[src/rtl/uart_rx_regif_pkg.sv]
// Shared constants for the UART receive register interface.
// Assumes an 8-bit status register with a fixed bit layout.
package uart_rx_regif_pkg;
    localparam int STAT_W   = 8;
    localparam int ST_PERR  = 0;
    localparam int ST_OVR   = 1;
    localparam int ST_FERR  = 2;
    localparam int ST_BRK   = 3;
    localparam int ST_TXREQ = 4;
    localparam int ST_RXREQ = 5;
    localparam int ST_TXEN  = 6;
    localparam int ST_RXEN  = 7;
    localparam int W0C_HI   = ST_RXREQ;   // bits 0..W0C_HI are write-0-to-clear

    typedef enum logic {
        SEL_DATA = 1'b0,
        SEL_STAT = 1'b1
    } regsel_e;
endpackage

[src/rtl/rxr_buffer.sv]
// Receive buffer with a "read since last transfer" marker.
// Assumes: accept is already filtered. The buffer itself is not reset,
// so its contents are undefined after reset. The marker resets to "read".
module rxr_buffer #(
    parameter int DATA_W = 8
) (
    input  logic              clk,
    input  logic              rst_n,
    input  logic              accept,
    input  logic [DATA_W-1:0] rx_byte,
    input  logic              data_rd,
    output logic [DATA_W-1:0] buf_q,
    output logic              unread
);
    logic read_mark_q;

    // Capture the received byte on an accepted frame end.
    always_ff @(posedge clk) begin
        if (accept) begin
            buf_q <= rx_byte;
        end
    end

    // Track whether the bus has read the buffer; a transfer wins over a read.
    always_ff @(posedge clk) begin
        if (!rst_n) begin
            read_mark_q <= 1'b1;
        end else if (accept) begin
            read_mark_q <= 1'b0;
        end else if (data_rd) begin
            read_mark_q <= 1'b1;
        end
    end

    assign unread = ~read_mark_q;
endmodule

[src/rtl/rxr_status.sv]
// Status register: sticky error nibble, interrupt requests and enables.
// Assumes single-cycle event strobes. Set events override a same-cycle
// write-0 clear. The enable bits are plain read/write.
module rxr_status
    import uart_rx_regif_pkg::*;
(
    input  logic              clk,
    input  logic              rst_n,
    input  logic              accept,
    input  logic              perr,
    input  logic              ferr,
    input  logic              brk,
    input  logic              ovr_evt,
    input  logic              tx_ready,
    input  logic              stat_wr,
    input  logic [STAT_W-1:0] wdata,
    output logic [STAT_W-1:0] stat_q
);
    logic [STAT_W-1:0] stat_d;

    // Next status: apply the software write first, then OR in hardware events.
    always_comb begin
        stat_d = stat_q;
        if (stat_wr) begin
            stat_d[W0C_HI:0]        = stat_q[W0C_HI:0] & wdata[W0C_HI:0];
            stat_d[STAT_W-1:W0C_HI+1] = wdata[STAT_W-1:W0C_HI+1];
        end
        if (accept) begin
            stat_d[ST_PERR]  = stat_d[ST_PERR] | perr;
            stat_d[ST_FERR]  = stat_d[ST_FERR] | ferr;
            stat_d[ST_BRK]   = stat_d[ST_BRK]  | brk;
            stat_d[ST_OVR]   = stat_d[ST_OVR]  | ovr_evt;
            stat_d[ST_RXREQ] = 1'b1;
        end
        if (tx_ready) begin
            stat_d[ST_TXREQ] = 1'b1;
        end
    end

    // Status register with synchronous clear to zero.
    always_ff @(posedge clk) begin
        if (!rst_n) begin
            stat_q <= '0;
        end else begin
            stat_q <= stat_d;
        end
    end
endmodule

[src/rtl/rxr_txhold.sv]
// Transmit holding register and its load pulse toward the transmitter.
// Assumes the transmitter samples tx_data while tx_load is high.
module rxr_txhold #(
    parameter int DATA_W = 8
) (
    input  logic              clk,
    input  logic              rst_n,
    input  logic              load,
    input  logic [DATA_W-1:0] wdata,
    output logic [DATA_W-1:0] tx_data,
    output logic              tx_load
);
    // Hold the written byte and pulse tx_load for one cycle.
    always_ff @(posedge clk) begin
        if (!rst_n) begin
            tx_data <= '0;
            tx_load <= 1'b0;
        end else begin
            tx_load <= load;
            if (load) begin
                tx_data <= wdata;
            end
        end
    end
endmodule

[src/rtl/uart_rx_regif.sv]
// UART receive buffer/status register interface with multiprocessor filter.
// Assumes: the serial front end presents rx_byte and the error bits with a
// one-cycle rx_done. DATA_W must equal the 8-bit status width.
module uart_rx_regif
    import uart_rx_regif_pkg::*;
#(
    parameter int DATA_W = 8
) (
    input  logic              clk,
    input  logic              rst_n,
    input  logic              bus_sel,
    input  logic              bus_rd,
    input  logic              bus_wr,
    input  logic [DATA_W-1:0] bus_wdata,
    output logic [DATA_W-1:0] bus_rdata,
    input  logic              rx_done,
    input  logic [DATA_W-1:0] rx_byte,
    input  logic              rx_is_addr,
    input  logic              rx_perr,
    input  logic              rx_ferr,
    input  logic              rx_brk,
    input  logic              mp_addr_only,
    input  logic              tx_ready,
    output logic [DATA_W-1:0] tx_data,
    output logic              tx_load,
    output logic              irq_rx,
    output logic              irq_tx
);
    regsel_e           sel;
    logic              accept;
    logic              unread;
    logic              data_rd;
    logic [DATA_W-1:0] rx_buf;
    logic [STAT_W-1:0] stat;

    // Decode the select and the frame filter.
    always_comb begin
        sel     = regsel_e'(bus_sel);
        accept  = rx_done & ~(mp_addr_only & ~rx_is_addr);
        data_rd = bus_rd & (sel == SEL_DATA);
    end

    rxr_buffer #(.DATA_W(DATA_W)) u_buf (
        .clk     (clk),
        .rst_n   (rst_n),
        .accept  (accept),
        .rx_byte (rx_byte),
        .data_rd (data_rd),
        .buf_q   (rx_buf),
        .unread  (unread)
    );

    rxr_status u_stat (
        .clk      (clk),
        .rst_n    (rst_n),
        .accept   (accept),
        .perr     (rx_perr),
        .ferr     (rx_ferr),
        .brk      (rx_brk),
        .ovr_evt  (accept & unread),
        .tx_ready (tx_ready),
        .stat_wr  (bus_wr & (sel == SEL_STAT)),
        .wdata    (bus_wdata[STAT_W-1:0]),
        .stat_q   (stat)
    );

    rxr_txhold #(.DATA_W(DATA_W)) u_tx (
        .clk     (clk),
        .rst_n   (rst_n),
        .load    (bus_wr & (sel == SEL_DATA)),
        .wdata   (bus_wdata),
        .tx_data (tx_data),
        .tx_load (tx_load)
    );

    // Read mux and interrupt outputs.
    always_comb begin
        bus_rdata = (sel == SEL_STAT) ? DATA_W'(stat) : rx_buf;
        irq_rx    = stat[ST_RXREQ] & stat[ST_RXEN];
        irq_tx    = stat[ST_TXREQ] & stat[ST_TXEN];
    end
endmodule

[config.mk]
export PLATFORM = sky130hd
export DESIGN_NAME = uart_rx_regif
export DESIGN_NICKNAME = d
export VERILOG_FILES = /design/src/rtl/uart_rx_regif_pkg.sv /design/src/rtl/rxr_buffer.sv /design/src/rtl/rxr_status.sv /design/src/rtl/rxr_txhold.sv /design/src/rtl/uart_rx_regif.sv
export SDC_FILE = /design/constraint.sdc
export NUM_CORES = 1
export LEC_CHECK = 0
export ABC_AREA = 1
export CAP_MARGIN = 20
export CORE_MARGIN = 2
export CORE_UTILIZATION = 42
export DETAILED_ROUTE_END_ITERATION = 7
export GPL_TIMING_DRIVEN = 0
export PLACE_DENSITY = 0.76
export SLEW_MARGIN = 25
export SYNTH_ARGS = -nofsm -noshare
export SYNTH_HDL_FRONTEND = slang
export SYNTH_HIERARCHICAL = 1
export SYNTH_SLANG_ARGS = --single-unit
export TNS_END_PERCENT = 100
[constraint.sdc]
create_clock -name clk -period 1.3 [get_ports clk]
set_input_delay 0.26 -clock clk [delete_from_list [all_inputs] [get_ports clk]]
set_output_delay 0.26 -clock clk [all_outputs]
set_load 0.1 [all_outputs]
==> metrics.csv <==
metric,value,unit
grt_pass1_wl,4070,um
min_period,1370,ps
clkLatencyLatePin,320,ps
cts_root_buf,clkbuf_4,
diodes,0,
vdd_ir_drop_max,836,uV
vias,1067,
detail_route.wirelength,2580,um
yosysUniqueCellTypes,13,
numPortBuffers,45,
syn_nets,184,
die_area,3200,um^2
rows,19,
power.total,2.01,mW
fin_area,1820,um^2
worst_slack,-68.2,ps
syn-instance-count,156,
cts_max_path_buffers,2,
placed_area,1680,um^2
drtIter0Drc,15,
clock-sinks,26,
crit_path_start_kind,flop,
fp.dieH,56.6,um
cp_data_arrival_time,1110,ps
cp_max_fo,1,
final_nets,234,
max-slew-margin-rel,81.5,%
ys_top_cells_by_area,"dfxtp_1 (31%), edfxtp_1 (21%), nand2_1 (15%)",
core,2690,um^2
status,"complete, but fails checks",
grt_pass1_vias,976,
start_util,43.3,%
grt_util_all_layers,16.2,%
tightest_slew,280,ps
fin_crit_sh,105,%
hold_class,in2reg,
layout.cells.non_filler,236,
cts_tree,yes,
cts_setup_buffers,0,
die_w,56.6,um
final_antenna_net_count,0,
grt_max_degree,15,
synth_seq_cells,26,
rsz0062_at_grt,yes,
io_pins,47,
slew_viol_final,0,
yosysSeqAreaShare,51.7,%
required,1040,ps
synth_area_leader_cell,dfxtp_1,
power.leakage,0.872,nW
synth.top_cell.area_share,31.0,%
grt_overflow,0,
finalSetupTns,-269,ps
routedWlPerCell,10.9,um
pre_cts_ws,-787,ps
vias_per_cell,4.52,
max-cap-violations,0,
yosys_warnings,6,
drive_gt1_share,25.4,%
path_clk_slew,140,ps
power.density,1100,nW/um^2
worstSetupPathType,reg2out,
placed_cells,232,
h-tree-depth,1,
synth.avg_cell_area,7.45,um^2
cts_hold_buf,0,
syn-cell-area,1160,um^2
place.gp.congestion,0.725,
max_freq,731,MHz
skew,0.0865,ps
endpoint_kind,output pin,
cts_buffers,3,
hold_viol,0,
dr.pass1.iters,4,
antenna_found_initial,0,
area_growth,56.7,%
drc,0,
violations,setup timing,
setup_viol,8,
place_hpwl,1870,um
-- layout by cell type, fill, tap and decap left out, types with 2 or more instances in the layout --
| cell type | n |
|---|---|
| a21oi_1 | 6 |
| buf_12 | 10 |
| buf_4 | 9 |
| buf_6 | 4 |
| clkbuf_4 | 3 |
| clkdlybuf4s50_1 | 26 |
| dfxtp_1 | 14 |
| dfxtp_2 | 4 |
| edfxtp_1 | 8 |
| inv_1 | 31 |
| inv_2 | 5 |
| nand2_1 | 43 |
| nand2_2 | 4 |
| nor2_1 | 21 |
| nor2_2 | 2 |
| o21ai_0 | 2 |
| o21ai_2 | 5 |
| o21ai_4 | 3 |
-- worst paths after layout --
path                           from                 to  slack, ps  cells past startpoint
setup / recovery     u_buf/buf_q[3]       bus_rdata[3]        -70                      3
hold / removal              bus_sel  u_buf/read_mark_q        460                      5
setup reg to reg  u_buf/read_mark_q   u_stat/stat_q[1]        470                      5
hold reg to reg     u_tx/tx_data[4]    u_tx/tx_data[4]        480                      2
-- kinds of logic (layout without fill, tap and decap cells) --
family,count (synthesis),in the layout,synth area share [%]
compound gates,17,17,7.32
buf+inv,43,92,17.5
simple gates,70,70,23.5
flops,26,26,51.7
-- flip-flops by register name, summed over array words and instances, names as in the netlist --
| name | flops |
|---|---|
| u_buf/buf_q | 8 |
| u_stat/stat_q | 8 |
| u_tx/tx_data | 8 |
| u_buf/read_mark_q | 1 |
| u_tx/tx_load | 1 |
-- timing repair --
item	CTS	global route
resized for setup	147	12
endpoints found under the hold margin	0	0
pin swaps	3	4
setup endpoints to repair	19	24
-- report_power, final --
part           switching, mW  total, mW  leakage [nW]  internal, mW
sequential            0.0295      0.927         0.227         0.898
combinational          0.467      0.726         0.630         0.258
clock                  0.232      0.352        0.0150         0.120
-- cell usage after synthesis, drive strengths merged --
master,n
nand2,47
edfxtp,8
nor2,23
a21oi,6
inv,37
buf,6
dfxtp,18
o21ai,11
-- worst max-delay path: stages (launching register included) --
cell and delay [ps]:
edfxtp_1 360, inv_2 50, o21ai_4 180, buf_12 200
-- through the flow --
stage	util [%]	hold slack [ps]
2_1_floorplan	-	329
3_3_place_gp	62.6	445
3_5_place_dp	62.6	459
4_1_cts	66.6	436
5_1_grt	67.8	456
6_report	67.8	460
-- metal layers --
layer	track usage, %	wire length (um)	vias to the layer above
met3	5.53	205	5
met4	4.08	35	0
met5	0	0	-
li1	-	-	549
met1	17.1	1050	466
met2	30.4	1290	47
-- layout make-up --
type	instances	area (um^2)
fill	210	865
buffer	6	65.1
inverter	37	143
timing repair buffer	45	528
multi-input combinational	87	415
tap	31	38.8
clock buffer	4	26.3
sequential	26	606
(Power assumes the default switching activity.)
